### src/rtl/sdram_fe_pkg.sv
`timescale 1ns/1ps
package sdram_fe_pkg;

   localparam int ADDR_W   = 12;
   localparam int ROW_W    = 11;
   localparam int AP_BIT   = 10;
   localparam int BANK_BIT = 11;
   localparam int NBANK    = 2;

   typedef enum logic [2:0] {
      OP_MRS  = 3'b000,
      OP_REF  = 3'b001,
      OP_PRE  = 3'b010,
      OP_ACT  = 3'b011,
      OP_WR   = 3'b100,
      OP_RD   = 3'b101,
      OP_STOP = 3'b110,
      OP_NOP  = 3'b111
   } op_e;

   // Column width follows the data organisation.
   function automatic int col_width(input int org_bits);
      case (org_bits)
         4:       return 10;
         8:       return 9;
         default: return 8;
      endcase
   endfunction

endpackage

### src/rtl/sdram_mask_pipe.sv
`timescale 1ns/1ps
module sdram_mask_pipe #(
   parameter int LAT = 2
) (
   input  logic clk,
   input  logic rst_n,
   input  logic en,
   input  logic mask_in,
   output logic mask_late
);

   generate
      if (LAT < 1) begin : g_bad
         $error("sdram_mask_pipe: LAT must be at least 1");
      end
   endgenerate

   logic [LAT-1:0] stage;

   always_ff @(posedge clk or negedge rst_n) begin
      if (!rst_n) begin
         stage <= '0;
      end else if (en) begin
         stage[0] <= mask_in;
         for (int i = 1; i < LAT; i++) begin
            stage[i] <= stage[i-1];
         end
      end
   end

   // Value sampled LAT enabled edges before the current one.
   assign mask_late = stage[LAT-1];

endmodule

### src/rtl/sdram_burst_ctrl.sv
`timescale 1ns/1ps
module sdram_burst_ctrl
   import sdram_fe_pkg::*;
#(
   parameter int BURST_LEN   = 4,
   parameter int DQ_W        = 4,
   parameter int RD_MASK_LAT = 2
) (
   input  logic             clk,
   input  logic             rst_n,
   input  logic             en,
   input  logic             start_rd,
   input  logic             start_wr,
   input  logic             req_ap,
   input  logic             req_bank,
   input  logic             dqm,
   input  logic [DQ_W-1:0]  wr_data,
   output logic [NBANK-1:0] ap_close,
   output logic             wr_en,
   output logic [DQ_W-1:0]  wr_data_q,
   output logic             rd_oe
);

   localparam int CNT_W = $clog2(BURST_LEN + 1);
   localparam logic [CNT_W-1:0] LEN_C  = CNT_W'(BURST_LEN);
   localparam logic [CNT_W-1:0] LEN_M1 = CNT_W'(BURST_LEN - 1);
   localparam logic [CNT_W-1:0] ONE_C  = CNT_W'(1);

   logic [CNT_W-1:0] remain;
   logic             is_read;
   logic             ap_pend;
   logic             ap_bank;
   logic             mask_rd;
   logic             active;
   logic             start;
   logic             single_wr_ap;

   sdram_mask_pipe #(.LAT(RD_MASK_LAT)) u_mask (
      .clk       (clk),
      .rst_n     (rst_n),
      .en        (en),
      .mask_in   (dqm),
      .mask_late (mask_rd)
   );

   assign active = (remain != '0);
   assign start  = start_rd | start_wr;

   // A write of one beat ends at its own command edge.
   generate
      if (BURST_LEN == 1) begin : g_single
         assign single_wr_ap = start_wr & req_ap;
      end else begin : g_multi
         assign single_wr_ap = 1'b0;
      end
   endgenerate

   // Auto-close of the running burst: on its last beat, or when a new
   // read/write cuts it short.
   always_comb begin
      ap_close = '0;
      if (active && ap_pend && (start || remain == ONE_C)) begin
         ap_close[ap_bank] = 1'b1;
      end
      if (single_wr_ap) begin
         ap_close[req_bank] = 1'b1;
      end
   end

   always_ff @(posedge clk or negedge rst_n) begin
      if (!rst_n) begin
         remain    <= '0;
         is_read   <= 1'b0;
         ap_pend   <= 1'b0;
         ap_bank   <= 1'b0;
         wr_en     <= 1'b0;
         wr_data_q <= '0;
         rd_oe     <= 1'b0;
      end else if (en) begin
         if (start_wr) begin
            remain    <= LEN_M1;
            is_read   <= 1'b0;
            ap_pend   <= req_ap;
            ap_bank   <= req_bank;
            wr_en     <= ~dqm;
            wr_data_q <= wr_data;
            rd_oe     <= 1'b0;
         end else if (start_rd) begin
            remain    <= LEN_C;
            is_read   <= 1'b1;
            ap_pend   <= req_ap;
            ap_bank   <= req_bank;
            wr_en     <= 1'b0;
            rd_oe     <= 1'b0;
         end else if (active) begin
            remain <= remain - ONE_C;
            if (is_read) begin
               rd_oe <= ~mask_rd;
               wr_en <= 1'b0;
            end else begin
               wr_en     <= ~dqm;
               wr_data_q <= wr_data;
               rd_oe     <= 1'b0;
            end
         end else begin
            wr_en <= 1'b0;
            rd_oe <= 1'b0;
         end
      end
   end

endmodule

### src/rtl/sdram_cmd_decode.sv
`timescale 1ns/1ps
module sdram_cmd_decode
   import sdram_fe_pkg::*;
(
   input  logic              cs_n,
   input  logic              ras_n,
   input  logic              cas_n,
   input  logic              we_n,
   input  logic [ADDR_W-1:0] addr,
   input  logic [NBANK-1:0]  bank_open,
   output logic              go_act,
   output logic              go_rd,
   output logic              go_wr,
   output logic              go_pre,
   output logic              go_ref,
   output logic              go_mrs,
   output logic              go_illegal,
   output logic [NBANK-1:0]  act_sel,
   output logic [NBANK-1:0]  pre_sel,
   output logic              tgt_bank,
   output logic              ap_flag
);

   op_e  op;
   logic sel;
   logic tgt_open;
   logic is_rw;
   logic [NBANK-1:0] one_hot;

   assign op       = op_e'({ras_n, cas_n, we_n});
   assign sel      = ~cs_n;
   assign tgt_bank = addr[BANK_BIT];
   assign ap_flag  = addr[AP_BIT];
   assign tgt_open = bank_open[tgt_bank];
   assign one_hot  = tgt_bank ? 2'b10 : 2'b01;
   assign is_rw    = sel && (op == OP_RD || op == OP_WR);

   assign go_act     = sel && (op == OP_ACT);
   assign go_rd      = sel && (op == OP_RD) && tgt_open;
   assign go_wr      = sel && (op == OP_WR) && tgt_open;
   assign go_pre     = sel && (op == OP_PRE);
   assign go_ref     = sel && (op == OP_REF);
   assign go_mrs     = sel && (op == OP_MRS);
   assign go_illegal = is_rw && !tgt_open;

   assign act_sel = go_act ? one_hot : '0;
   assign pre_sel = go_pre ? (ap_flag ? '1 : one_hot) : '0;

endmodule

### src/rtl/sdram_bank_track.sv
`timescale 1ns/1ps
module sdram_bank_track
   import sdram_fe_pkg::*;
(
   input  logic                   clk,
   input  logic                   rst_n,
   input  logic                   en,
   input  logic [NBANK-1:0]       act_sel,
   input  logic [NBANK-1:0]       close_sel,
   input  logic [ROW_W-1:0]       row_in,
   output logic [NBANK-1:0]       bank_open,
   output logic [NBANK*ROW_W-1:0] open_row
);

   generate
      for (genvar b = 0; b < NBANK; b++) begin : g_bank
         always_ff @(posedge clk or negedge rst_n) begin
            if (!rst_n) begin
               bank_open[b]                 <= 1'b0;
               open_row[b*ROW_W +: ROW_W]   <= '0;
            end else if (en) begin
               if (act_sel[b]) begin
                  bank_open[b]               <= 1'b1;
                  open_row[b*ROW_W +: ROW_W] <= row_in;
               end else if (close_sel[b]) begin
                  bank_open[b] <= 1'b0;
               end
            end
         end
      end
   endgenerate

endmodule

### src/rtl/sdram_cmd_front.sv
`timescale 1ns/1ps
module sdram_cmd_front
   import sdram_fe_pkg::*;
#(
   parameter int ORG_BITS    = 4,
   parameter int BURST_LEN   = 4,
   parameter int RD_MASK_LAT = 2
) (
   input  logic                                  clk,
   input  logic                                  rst_n,
   input  logic                                  cke,
   input  logic                                  cs_n,
   input  logic                                  ras_n,
   input  logic                                  cas_n,
   input  logic                                  we_n,
   input  logic [ADDR_W-1:0]                     addr,
   input  logic                                  dqm,
   input  logic [ORG_BITS-1:0]                   wr_data,
   output logic                                  cmd_act,
   output logic                                  cmd_rd,
   output logic                                  cmd_wr,
   output logic                                  cmd_pre,
   output logic                                  cmd_ref,
   output logic                                  cmd_mrs,
   output logic                                  cmd_illegal,
   output logic [NBANK-1:0]                      bank_open,
   output logic [NBANK*ROW_W-1:0]                open_row,
   output logic [col_width(ORG_BITS)-1:0]        col_addr,
   output logic                                  col_bank,
   output logic                                  wr_en,
   output logic [ORG_BITS-1:0]                   wr_data_q,
   output logic                                  rd_oe
);

   localparam int COL_W = col_width(ORG_BITS);

   generate
      if (!(ORG_BITS == 4 || ORG_BITS == 8 || ORG_BITS == 16)) begin : g_bad_org
         $error("sdram_cmd_front: ORG_BITS must be 4, 8 or 16");
      end
      if (!(BURST_LEN == 1 || BURST_LEN == 2 || BURST_LEN == 4 || BURST_LEN == 8)) begin : g_bad_bl
         $error("sdram_cmd_front: BURST_LEN must be 1, 2, 4 or 8");
      end
      if (COL_W > AP_BIT) begin : g_bad_col
         $error("sdram_cmd_front: column field overlaps the auto-close bit");
      end
   endgenerate

   logic             en;
   logic             go_act, go_rd, go_wr, go_pre, go_ref, go_mrs, go_illegal;
   logic [NBANK-1:0] act_sel, pre_sel, ap_close, close_sel;
   logic             tgt_bank, ap_flag;

   assign en = cke;

   sdram_cmd_decode u_dec (
      .cs_n       (cs_n),
      .ras_n      (ras_n),
      .cas_n      (cas_n),
      .we_n       (we_n),
      .addr       (addr),
      .bank_open  (bank_open),
      .go_act     (go_act),
      .go_rd      (go_rd),
      .go_wr      (go_wr),
      .go_pre     (go_pre),
      .go_ref     (go_ref),
      .go_mrs     (go_mrs),
      .go_illegal (go_illegal),
      .act_sel    (act_sel),
      .pre_sel    (pre_sel),
      .tgt_bank   (tgt_bank),
      .ap_flag    (ap_flag)
   );

   sdram_burst_ctrl #(
      .BURST_LEN   (BURST_LEN),
      .DQ_W        (ORG_BITS),
      .RD_MASK_LAT (RD_MASK_LAT)
   ) u_burst (
      .clk       (clk),
      .rst_n     (rst_n),
      .en        (en),
      .start_rd  (go_rd),
      .start_wr  (go_wr),
      .req_ap    (ap_flag),
      .req_bank  (tgt_bank),
      .dqm       (dqm),
      .wr_data   (wr_data),
      .ap_close  (ap_close),
      .wr_en     (wr_en),
      .wr_data_q (wr_data_q),
      .rd_oe     (rd_oe)
   );

   assign close_sel = pre_sel | ap_close;

   sdram_bank_track u_banks (
      .clk       (clk),
      .rst_n     (rst_n),
      .en        (en),
      .act_sel   (act_sel),
      .close_sel (close_sel),
      .row_in    (addr[ROW_W-1:0]),
      .bank_open (bank_open),
      .open_row  (open_row)
   );

   always_ff @(posedge clk or negedge rst_n) begin
      if (!rst_n) begin
         cmd_act     <= 1'b0;
         cmd_rd      <= 1'b0;
         cmd_wr      <= 1'b0;
         cmd_pre     <= 1'b0;
         cmd_ref     <= 1'b0;
         cmd_mrs     <= 1'b0;
         cmd_illegal <= 1'b0;
         col_addr    <= '0;
         col_bank    <= 1'b0;
      end else if (en) begin
         cmd_act     <= go_act;
         cmd_rd      <= go_rd;
         cmd_wr      <= go_wr;
         cmd_pre     <= go_pre;
         cmd_ref     <= go_ref;
         cmd_mrs     <= go_mrs;
         cmd_illegal <= go_illegal;
         if (go_rd || go_wr) begin
            col_addr <= addr[COL_W-1:0];
            col_bank <= tgt_bank;
         end
      end
   end

endmodule

### config.mk
export PLATFORM = sky130hd
export DESIGN_NAME = sdram_cmd_front
export DESIGN_NICKNAME = d
export VERILOG_FILES = /design/src/rtl/sdram_fe_pkg.sv /design/src/rtl/sdram_mask_pipe.sv /design/src/rtl/sdram_burst_ctrl.sv /design/src/rtl/sdram_cmd_decode.sv /design/src/rtl/sdram_bank_track.sv /design/src/rtl/sdram_cmd_front.sv
export SDC_FILE = /design/constraint.sdc
export NUM_CORES = 1
export LEC_CHECK = 0
export ABC_AREA = 1
export BUFFER_PORTS_ARGS = -buffer_cell sky130_fd_sc_hd__buf_2
export CORE_MARGIN = 4
export CORE_UTILIZATION = 45
export DETAILED_ROUTE_END_ITERATION = 16
export PLACE_DENSITY = 0.72
export SETUP_SLACK_MARGIN = 0.3
export SYNTH_ARGS = -nofsm -noshare
export SYNTH_HDL_FRONTEND = slang
export SYNTH_SLANG_ARGS = --single-unit
export TNS_END_PERCENT = 1
### constraint.sdc
create_clock -name clk -period 1.5 [get_ports clk]
set_input_delay 0.3 -clock clk [delete_from_list [all_inputs] [get_ports clk]]
set_output_delay 0.3 -clock clk [all_outputs]
set_load 0.005 [all_outputs]
### After elaboration in Yosys (flattened, before gate mapping)

Index checks and enable logic that the tools add are counted.

| word-level totals | value |
|---|---|
| word-level logic and storage cells | 104 |
| input port bits | 24 |
| latch bits | 0 |
| memory bits (writable) | 0 |
| ROM bits | 0 |
| memories kept | 0 |
| bits in registers | 56 |
| output and inout bits | 48 |

| cells by class | value |
|---|---|
| divide/modulo/power cells | 0 |
| equality and inequality tests | 8 |
| multipliers | 0 |
| shift operators | 0 |
| add/sub/neg operators | 1 |
| $lt $le $gt $ge | 3 |
| reductions and logical operators | 32 |
| multiplexer cells | 34 |
| bitwise gates (word level) | 5 |

Operators with widths:

| kind | number |
|---|---|
| two-way mux 1 bit | 21 |
| two-way mux 4 bit | 4 |
| AND reduction 2 bit | 7 |
| logical AND 1 bit | 13 |
| two-way mux 2 bit | 5 |
| two-way mux 3 bit | 3 |
| nonzero test 2 bit | 4 |
| equality test 3 x 1 -> 1 bit, second input constant | 2 |
| equality test 3 x 2 -> 1 bit, second input constant | 2 |
| equality test 3 bit, second input constant | 2 |
| nonzero test 3 bit | 2 |
| < comparator 1 x 2 -> 1 bit, second input constant | 2 |
| AND reduction 4 bit | 1 |
| logical NOT 3 bit | 1 |
| logical OR 1 bit | 3 |
| inverter 1 bit | 3 |
| subtractor 3 x 1 -> 3 bit, second input constant | 1 |
| != test 2 x 1 -> 1 bit, second input constant | 1 |
| != test 2 bit, second input constant | 1 |
| OR 2 bit | 1 |
| demux 1 bit (select 1 bit) | 1 |
| greater-or-equal comparator 1 bit, second input constant | 1 |
| logical NOT 1 bit | 1 |
| OR 1 bit | 1 |

### Depth between registers and ports, before layout

Gate-level depths: netlist (run 1).

| depth | value |
|---|---|
| word-level depth | 10 |
| gate-level depth with buffers | 10 |
| depth with buffers taken out | 10 |

### By module

Synthesis (run 1) repeated with hierarchy kept, for this count alone.

| unflattened totals | value |
|---|---|
| cells, all modules | 306 |
| area total of the unflattened synthesis | 2,553.7 um2 |

By module, submodules not included:

| module | sequential area each (um2) | area each (um2) | cells each | times used |
|---|---|---|---|---|
| sdram_bank_track | 600.6 | 988.4 | 105 | 1 |
| sdram_cmd_front | 450.4 | 714.4 | 79 | 1 |
| sdram_burst_ctrl | 300.3 | 621.8 | 76 | 1 |
| sdram_cmd_decode | 0.0 | 152.6 | 37 | 1 |
| sdram_mask_pipe | 50.0 | 76.3 | 9 | 1 |

### Worst setup path after synthesis (run 1)

Ideal clock, no wire load.

| timing path | value |
|---|---|
| path kind | flip-flop to flip-flop |
| from | register u_burst.remain[0] |
| to | register u_burst.wr_en |
| period minus slack after synthesis | 1.343 ns |
| stages on the path, launching flop included | 9 |
| required time | 1.379 ns |
| setup slack | 0.157 ns |
| buffers on the path | 0 |
| library setup time | 0.121 ns |
| arrival | 1.222 ns |
| cell sequence | dfrtp_1 inv_1 ha_1 inv_1 nor2_1 nor2_1 nand2_1 nand2_1 a22o_1 |

| on the way | value |
|---|---|
| cells in the longest elaborated chain, start to end | 4 |

Ends and longest elaborated chain:

| what | RTL line | text |
|---|---|---|
| from (decl) | sdram_burst_ctrl.sv:29 | `logic [CNT_W-1:0] remain;` |
| from (signal assigned) | sdram_burst_ctrl.sv:96 | `remain <= remain - ONE_C;` |
| nonzero test 3 bit | sdram_burst_ctrl.sv:46 | `assign active = (remain != '0);` |
| two-way mux 1 bit | sdram_burst_ctrl.sv:95 | `end else if (active) begin` |
| two-way mux 1 bit | sdram_burst_ctrl.sv:88 | `end else if (start_rd) begin` |
| two-way mux 1 bit | sdram_burst_ctrl.sv:80 | `if (start_wr) begin` |
| to (signal assigned) | sdram_burst_ctrl.sv:85 | `wr_en <= ~dqm;` |
| to (signal assigned) | sdram_burst_ctrl.sv:101 | `wr_en <= ~dqm;` |
| to (decl) | sdram_burst_ctrl.sv:19 | `output logic wr_en,` |

Every way passes these cells.
A chain may end at the register's enable or synchronous reset.

### Worst setup path after layout (run 1)

| timing path | value |
|---|---|
| from | register u_burst.remain[1] |
| to | register u_burst.wr_en |

Same word-level chain as after synthesis.

==> results of run 1 <==
-- metal layers --
layer,vias up,global-route usage,routed length [µm]
met5,-,0,0
met1,839,0.2187,2195
li1,943,-,-
met2,63,0.2761,2244
met3,6,0.04989,337
met4,0,0.04124,52
-- per-stage QoR --
stage	instance area (µm²)	hold WS, ns
floorplan	2300	0.004409
global placement	2764	0.3188
detailed placement	2764	0.3172
CTS	2890	0.2320
global route	2903	0.2359
finish	2903	0.2420
-- critical path, stage by stage (launching register included) --
cell	delay [ns]
dfrtp_1	0.39
inv_2	0.08
ha_4	0.13
inv_2	0.03
nor2_4	0.12
nor2_1	0.05
nand2_1	0.10
nand2_4	0.09
a22o_1	0.18
-- cell type report --
cell class,instances,area share
clock inverter,2,0.005603
timing repair buffer,80,0.1595
sequential,55,0.4741
clock buffer,6,0.02500
tap,67,0.02888
multi-input combinational,160,0.2746
inverter,25,0.03233
-- worst paths after layout --
| check | slack [ns] | start | end |
|---|---|---|---|
| max | 0.23 | u_burst.remain[1] | u_burst.wr_en |
| min | 0.24 | wr_data[1] | u_burst.wr_data_q[1] |
| max reg2reg | 0.23 | u_burst.remain[1] | u_burst.wr_en |
| min reg2reg | 0.47 | u_burst.wr_data_q[1] | u_burst.wr_data_q[1] |
| max in group asynchronous | 0.74 | rst_n | u_banks.open_row[3] |
| min in group asynchronous | 0.52 | rst_n | cmd_wr |
-- layout by cell type (no fill, tap or decap), drive strengths merged, types with 2 or more instances in the layout --
cell type and instances:
nor2 13, inv 26, a21oi 5, clkbuf 6, o21bai 2, dfrtp 55
o21ai 42, nand3 9, buf 79, ha 3, nand2 81
-- flip-flops by register name, indices dropped and copies added (netlist names) --
signal	count
u_burst.ap_pend	1
cmd_pre	1
cmd_ref	1
u_burst.rd_oe	1
u_burst.is_read	1
cmd_act	1
cmd_mrs	1
cmd_illegal	1
u_burst.wr_en	1
u_burst.ap_bank	1
u_banks.open_row	22
cmd_wr	1
col_addr	10
cmd_rd	1
u_burst.wr_data_q	4
u_burst.u_mask.stage	2
u_banks.bank_open	2
u_burst.remain	3
-- where the power goes --
group	switching, W	leakage (nW)	internal (W)
sequential	0.000200	0.710	0.00182
clock	0.000479	0.0418	0.000336
combinational	0.000616	0.872	0.000561
total	0.00129	1.62	0.00272
-- timing repair --
action | CTS | global route
cloned | 0 | 0
pin swaps | 3 | 2
endpoints found under the setup margin | 18 | 36
gates resized for setup | 2 | 3
hold endpoints to repair | 55 | 0
buffers inserted | 3 | 0
hold buffers | 1 | 0
-- cell families after synthesis --
kind of cell             after synthesis  share of synthesized area
adder cells (fa/ha/maj)                3                    0.01649
buffers and inverters                 33                    0.06319
AND/OR/NAND/NOR                      105                     0.1901
XOR/XNOR                               1                   0.003847
AO/OA/AOI/OAI                         51                     0.1220
flip-flops                            55                     0.6044
==> impl_metrics.tcl, run 1 <==
set metrics [dict create \
    status "completed" \
    period_share 0.8497 \
    start_kind "flip-flop" \
    synth.distinct_cells 21 \
    grt_usage 0.1680 \
    critPathKind "flip-flop to flip-flop" \
    crit_arrival_ns 1.47 \
    drt_wl_total_mm 4.829 \
    yosysSeqAreaShare 0.6044 \
    ys_ff_latch 55 \
    synth_cells 248 \
    synth_flop_cell "dfrtp_1" \
    syn-cell-area_um2 2277 \
    root_buffer "clkbuf_8" \
    worstMarginPinSlew_ns 0.4058 \
    rows 25 \
    clk_latency_ns 0.30 \
    finalNetCount 354 \
    yosysWarningCount 0 \
    power.total_w 0.004013 \
    fin_cells 395 \
    fp.coreArea_um2 4817 \
    dp.cells 383 \
    synthTopCellsByCount "nand2_1 (78), dfrtp_1 (55), inv_1 (25)" \
    antenna_cells 0 \
    grt_pass1_wl_mm 8.286 \
    io_buffers 71 \
    cp-end-kind "flip-flop" \
    drt_iter0_markers 57 \
    hold-path-cell-count 3 \
    syn_to_final_growth_pct 27.47 \
    hold_path_class "input pin to flip-flop" \
    drc 0 \
    finalCoreUtilization 0.6026 \
    firstDrtPassIters 5 \
    slew-limit-headroom 0.7285 \
    place_congestion 0.8018 \
    die-area_um2 6262 \
    fin_crit_ns 1.275 \
    place_ws_ns -0.05305 \
    rsz0062_at_grt "yes" \
    wire_per_inst_um 12.23 \
    clkTransAtPathRegs_ns 0.09 \
    start_util 0.4727 \
    clkSinkCount 55 \
    nFillCells 456 \
    fmax_mhz 784.6 \
    top_level_ports 72 \
    final.setup_skew_ns 0.007362 \
    async_reset_ff_frac 1.000 \
    via_per_inst 4.686 \
    grt_pass1_vias 1803 \
    h-tree-depth 2 \
    globalRoute.totalOverflow 0 \
    seq_area_um2 1376 \
    cts_tree "built" \
    maxSlewViolCount 0 \
    numCtsBuffers 5 \
    dieWidth_um 79.14 \
    worstPathRequired_ns 1.70 \
    finalSetupViolCount 0 \
    synth_fp_nets 275 \
    drive_gt1_frac 0.3140 \
    synth_area_leader_cell "dfrtp_1" \
    fin_tns_setup_ns 0 \
    power_density_nw_per_um2 1382 \
    multi_input_area_um2 797.0 \
    antenna_found_initial 0 \
    antenna_left 0 \
    synth_edf_count 0 \
    worstPathMaxFanout 6 \
    hold_violations 0 \
    max-vdd-ir-drop_mv 0.7307 \
    clockBufferDepth 2 \
    die_h_um 79.14 \
    synth_area_leaders "dfrtp_1 (60%), nand2_1 (13%), o21ai_1 (5.1%)" \
    leakage_nw 1.624 \
    drv_cap 0 \
    ff2ff_path_depth 8 \
    setup_ws_ns 0.2254 \
    synth.avg_cell_area_um2 9.182 \
    yosys.area.top_type_share 0.6044 \
    num_vias 1851 \
    grt_max_degree 56 \
    dp_hpwl_mm 3.426 \
    yosysMostFrequentCell "nand2_1" \
]
Note: power is estimated with default switching activity, not from simulation.
==> run 2, diff against run 1 <==
- clock period: 1.5 -> 1.2 ns (I/O delays scaled with it)
==> run 2 against run 1 <==
  * First-iteration DRC count up 42%
  * Clock power up 26%
  * Largest cell class unchanged
  * Die area unchanged
  * Critical path type unchanged
  * Total power up 28%
  * The run now ends with setup timing left
  * Design area up 5.0%
  * Critical endpoint unchanged
  * Via count up 2.6%
  * Final cell count up 2.8%
  * Clock skew down 0.0056 ns
  * Global-route usage up 0.60 points
  * Combinational power up 35%
==> impl_metrics.tcl, run 2 (synthesis results as in run 1) <==
set metrics [dict create \
    critPathKind "flip-flop to flip-flop" \
    hold_path_class "input pin to flip-flop" \
    fin_crit_ns 1.291 \
    start_kind "flip-flop" \
    regToRegSetupSlack_ns -0.09 \
    hold-path-cell-count 3 \
    h-tree-depth 2 \
    swShare 0.3242 \
    grt_pass1_vias 1916 \
    clk_latency_ns 0.31 \
    ff2ff_path_depth 8 \
    setup.worst_path.start "u_burst.remain[1]" \
    io_buffers 71 \
    drt_wl_total_mm 5.013 \
    nFillCells 445 \
    r2r_start "u_burst.remain[1]" \
    finalNetCount 365 \
    leakage_nw 1.692 \
    cp-end-kind "flip-flop" \
    worstPathMaxFanout 6 \
    top_level_ports 72 \
    fp.coreArea_um2 4817 \
    grt_usage 0.1740 \
    drt_iter0_markers 81 \
    start_util 0.4727 \
    status "finished, violations left" \
    max-vdd-ir-drop_mv 0.8703 \
    fin_hold_ws_ns 0.1648 \
    clockPowerShare 0.201 \
    combPwrFrac 0.308 \
    drc 0 \
    die_h_um 79.14 \
    firstDrtPassIters 4 \
    globalRoute.totalOverflow 0 \
    worstPathRequired_ns 1.41 \
    maxSlewViolCount 0 \
    finalSetupViolCount 7 \
    clockBufferDepth 2 \
    final.setup_skew_ns 0.001771 \
    largestRegisters "u_banks.open_row: 22 flops, col_addr: 10 flops, u_burst.wr_data_q: 4 flops" \
    antenna_cells 0 \
    endpoint "u_burst.wr_en" \
    fmax_mhz 774.7 \
    hold_violations 0 \
    numCtsBuffers 5 \
    place_congestion 0.8147 \
    violations "setup timing" \
    largest_reg_flops 22 \
    drive_gt1_frac 0.3510 \
    dieWidth_um 79.14 \
    grt_pass1_wl_mm 8.652 \
    clkSinkCount 55 \
    place_ws_ns -0.1130 \
    rsz0062_at_grt "yes" \
    largest-register "u_banks.open_row" \
    final_common_cell "nand2_1" \
    r2r-end "u_burst.wr_en" \
    finalCoreUtilization 0.6325 \
    antenna_found_initial 0 \
    worstMarginPinSlew_ns 0.2578 \
    crit_arrival_ns 1.50 \
    root_buffer "clkbuf_8" \
    p_switching_w 0.001670 \
    clkTransAtPathRegs_ns 0.10 \
    via_per_inst 4.680 \
    slew-limit-headroom 0.8275 \
    wire_per_inst_um 12.35 \
    dp_hpwl_mm 3.710 \
    post_cts_buffers 0 \
    drv_cap 0 \
    intPower_w 0.003481 \
    grt_max_degree 38 \
    antenna_left 0 \
    die-area_um2 6262 \
    num_vias 1900 \
    seq_power_share 0.491 \
    power_density_nw_per_um2 1691 \
    final_cell_mix "nand2_1 (70), buf_2 (68), dfrtp_1 (55), o21ai_1 (25), inv_1 (22)" \
    setup_ws_ns -0.09086 \
    rows 25 \
    syn_to_final_growth_pct 33.79 \
    period_share 1.076 \
    cts_tree "built" \
]
[run 2: routing by layer]
| metal | vias to the layer above | routed length, µm | GRT usage |
|---|---|---|---|
| met5 | - | 0 | 0 |
| met4 | 0 | 51 | 0.04124 |
| met3 | 7 | 342 | 0.05782 |
| met2 | 61 | 2382 | 0.2854 |
| met1 | 867 | 2237 | 0.2230 |
| li1 | 965 | - | - |
[run 2: critical path, cell delays in order (launching register included)]
cell,delay [ns]
dfrtp_1,0.40
inv_2,0.09
ha_4,0.13
inv_2,0.04
nor2_4,0.11
nor2_1,0.06
nand2_1,0.10
nand2_4,0.09
a22o_1,0.18
[run 2: how the worst min path moves through the flow]
stage / from / endpoint / slack (ns)
final: wr_data[3] / u_burst.wr_data_q[3] / 0.16
after global routing: wr_data[3] / u_burst.wr_data_q[3] / 0.15
after CTS: wr_data[3] / u_burst.wr_data_q[3] / 0.16
after detailed placement: rst_n / cmd_wr / 0.23
after global placement: rst_n / cmd_wr / 0.23
after floorplan: rst_n / cmd_act / -0.06
[run 2: power groups by stage]
stage | clock network [W] | logic, W | registers (W)
2_1_floorplan | 0 | 0.000743 | 0.00258
3_3_place_gp | 0 | 0.00146 | 0.00255
3_5_place_dp | 0 | 0.00154 | 0.00256
4_1_cts | 0.00107 | 0.00156 | 0.00253
5_1_grt | 0.00116 | 0.00181 | 0.00259
6_report | 0.00103 | 0.00159 | 0.00253
[run 2: final cells by class]
cell class | count | area (µm²) | share of cell area
Sequential cell | 55 | 1376 | 0.4517
Clock inverter | 2 | 16.27 | 0.005339
Clock buffer | 6 | 72.57 | 0.02382
Multi-Input combinational cell | 160 | 819.5 | 0.2690
Inverter | 25 | 93.84 | 0.03080
Timing Repair Buffer | 91 | 584.3 | 0.1918
Tap cell | 67 | 83.83 | 0.02752
[run 2: repair_timing]
item | 4_1_cts | 5_1_grt
hold buffers | 1 | 0
endpoints found under the setup margin | 95 | 96
endpoints found under the hold margin | 55 | 0
cloned | 0 | 0
pin swaps | 12 | 6
resized for setup | 12 | 8
[run 2: metrics by stage]
stage | total power [W] | TNS (ns) | instance area (µm²) | instances
2_1_floorplan | 0.003327 | -0.06159 | 2300 | 248
3_3_place_gp | 0.004010 | -2.056 | 2882 | 397
3_5_place_dp | 0.004091 | -3.120 | 2882 | 397
4_1_cts | 0.005159 | -0.3881 | 3018 | 406
5_1_grt | 0.005562 | -1.608 | 3047 | 406
6_report | 0.005151 | -0.3699 | 3047 | 406
==> run 3, diff against run 2 <==
- SKIP_CTS_REPAIR_TIMING: unset -> 1
==> run 3 against run 2 <==
  * The flow still finishes with violations (setup timing)
  * Register-to-register slack about the same
  * Combinational power is 3% lower
  * Worst setup slack gained 0.0083 ns
  * Sequential share of layout area increased by 0.47 points
  * Non-clock buffer count unchanged
  * Global-route usage fell by 0.29 points
  * Via count is 0.26% lower
  * Total power shrank 0.98%
  * Worst hold slack gained 0.00053 ns
==> impl_metrics.tcl, run 3 (synthesis results as in run 1) <==
set metrics [dict create \
    drv_cap 0 \
    drt_iter0_markers 57 \
    h-tree-depth 2 \
    fin_crit_ns 1.283 \
    slew-limit-headroom 0.8266 \
    finalNetCount 365 \
    violations "setup timing" \
    wl_met3_um 333 \
    fmax_mhz 779.7 \
    start_kind "flip-flop" \
    globalRoute.totalOverflow 0 \
    grt_pass1_wl_mm 8.500 \
    drc 0 \
    numCtsBuffers 5 \
    hold_path.startpoint "wr_data[3]" \
    fin_tns_setup_ns -0.3286 \
    place_congestion 0.8147 \
    hold_violations 0 \
    critPathKind "flip-flop to flip-flop" \
    rows 25 \
    wl_met1_mm 2.232 \
    setup_ws_ns -0.08253 \
    period_share 1.069 \
    seq_power_share 0.496 \
    cp.depth 8 \
    max-vdd-ir-drop_mv 0.8691 \
    hold_path_class "input pin to flip-flop" \
    start_util 0.4727 \
    antenna_left 0 \
    worstPathCellList "inv_2 > ha_4 > inv_2 > nor2_4 > nor2_1 > nand2_1 > nand2_4 > a22o_1" \
    final_common_cell "nand2_1" \
    cp_top_family "flip-flops" \
    p_switching_w 0.001648 \
    antenna_found_initial 0 \
    setup.worst_path.start "u_burst.remain[1]" \
    crit_arrival_ns 1.49 \
    largest_reg_flops 22 \
    power_density_nw_per_um2 1692 \
    via_per_inst 4.667 \
    rsz0062_at_grt "yes" \
    worstMarginPinSlew_ns 0.2601 \
    swShare 0.3231 \
    firstDrtPassIters 4 \
    critical_path_buf_inv_count 2 \
    crit_top_cell "inv_2" \
    intPower_w 0.003453 \
    cpMaxStageDelayCell "dfrtp_1" \
    num_vias 1895 \
    finalSetupViolCount 8 \
    cpPeakStageDelay_ns 0.40 \
    dp_hpwl_mm 3.710 \
    die-area_um2 6262 \
    clockBufferDepth 2 \
    wire_per_inst_um 12.24 \
    top_level_ports 72 \
    dr.max_layer_used "met4" \
    die_h_um 79.14 \
    grt_usage 0.1710 \
    root_buffer "clkbuf_8" \
    clk_latency_ns 0.31 \
    fp.coreArea_um2 4817 \
    clockPowerShare 0.202 \
    syn_to_final_growth_pct 32.42 \
    largestRegisters "u_banks.open_row: 22 flops, col_addr: 10 flops, u_burst.wr_data_q: 4 flops" \
    final_cell_mix "nand2_1 (73), buf_2 (71), dfrtp_1 (55), o21ai_1 (24), inv_1 (22)" \
    dieWidth_um 79.14 \
    hold-path-cell-count 3 \
    cp-end-kind "flip-flop" \
    final.setup_skew_ns 0.002873 \
    fin_hold_ws_ns 0.1653 \
    io_buffers 71 \
    grt_pass1_vias 1889 \
    worstPathRequired_ns 1.41 \
    drive_gt1_frac 0.3422 \
    largest-register "u_banks.open_row" \
    maxSlewViolCount 0 \
    clkTransAtPathRegs_ns 0.10 \
    antenna_cells 0 \
    grt_max_degree 38 \
    finalCoreUtilization 0.6260 \
    drt_wl_total_mm 4.970 \
    worstPathMaxFanout 6 \
    clkSinkCount 55 \
    combPwrFrac 0.302 \
    leakage_nw 1.684 \
    ff2ff_path_depth 8 \
    r2r_start "u_burst.remain[1]" \
    status "finished, violations left" \
    cts_tree "built" \
    wl_met2_mm 2.350 \
]
[run 3: cell counts in the layout (fill, tap and decap cells not counted)]
Identical to the previous run, type by type.
[run 3: stage by stage]
step | power (W) | setup slack, ns | cell area, µm² | cells
final | 0.005101 | -0.08253 | 3015 | 406
after global routing | 0.005515 | -0.1449 | 3015 | 406
after CTS | 0.005132 | -0.1261 | 2970 | 405
after detailed placement | 0.004091 | -0.1130 | 2882 | 397
after global placement | 0.004010 | -0.06886 | 2882 | 397
after floorplan | 0.003327 | -0.03492 | 2300 | 248
[run 3: worst paths after layout]
| check | endpoint | slack (ns) |
|---|---|---|
| worst max-delay path | u_burst.wr_en | -0.08 |
| worst min-delay path | u_burst.wr_data_q[3] | 0.17 |
| worst max register to register | u_burst.wr_en | -0.08 |
| worst min register to register | u_burst.wr_data_q[1] | 0.48 |
| max in group asynchronous | u_burst.remain[0] | 0.56 |
| min in group asynchronous | cmd_wr | 0.43 |
[run 3: layout make-up]
cell class	count	area, µm²
Timing Repair Buffer	91	565.5
Sequential cell	55	1376
Clock buffer	6	72.57
Multi-Input combinational cell	160	807.0
Clock inverter	2	16.27
Fill cell	449	1802
Tap cell	67	83.83
Inverter	25	93.84
[run 3: layer usage]
layer  global-route usage  vias to the layer above
li1                     -                      963
met1               0.2201                      867
met2               0.2795                       57
met3              0.05669                        8
met4              0.04124                        0
met5                    0                        -
[run 3: worst reg2reg max path, stage by stage, from the launching register on]
cell,delay (ns)
dfrtp_1,0.40
inv_2,0.08
ha_4,0.13
inv_2,0.04
nor2_4,0.11
nor2_1,0.06
nand2_1,0.10
nand2_4,0.08
a22o_1,0.18
[run 3: power by group through the flow]
stage / Clock, W / Combinational (W) / Sequential (W)
after floorplan: 0 / 0.000743 / 0.00258
after global placement: 0 / 0.00146 / 0.00255
after detailed placement: 0 / 0.00154 / 0.00256
after CTS: 0.00107 / 0.00154 / 0.00253
after global routing: 0.00116 / 0.00177 / 0.00259
final: 0.00103 / 0.00154 / 0.00253
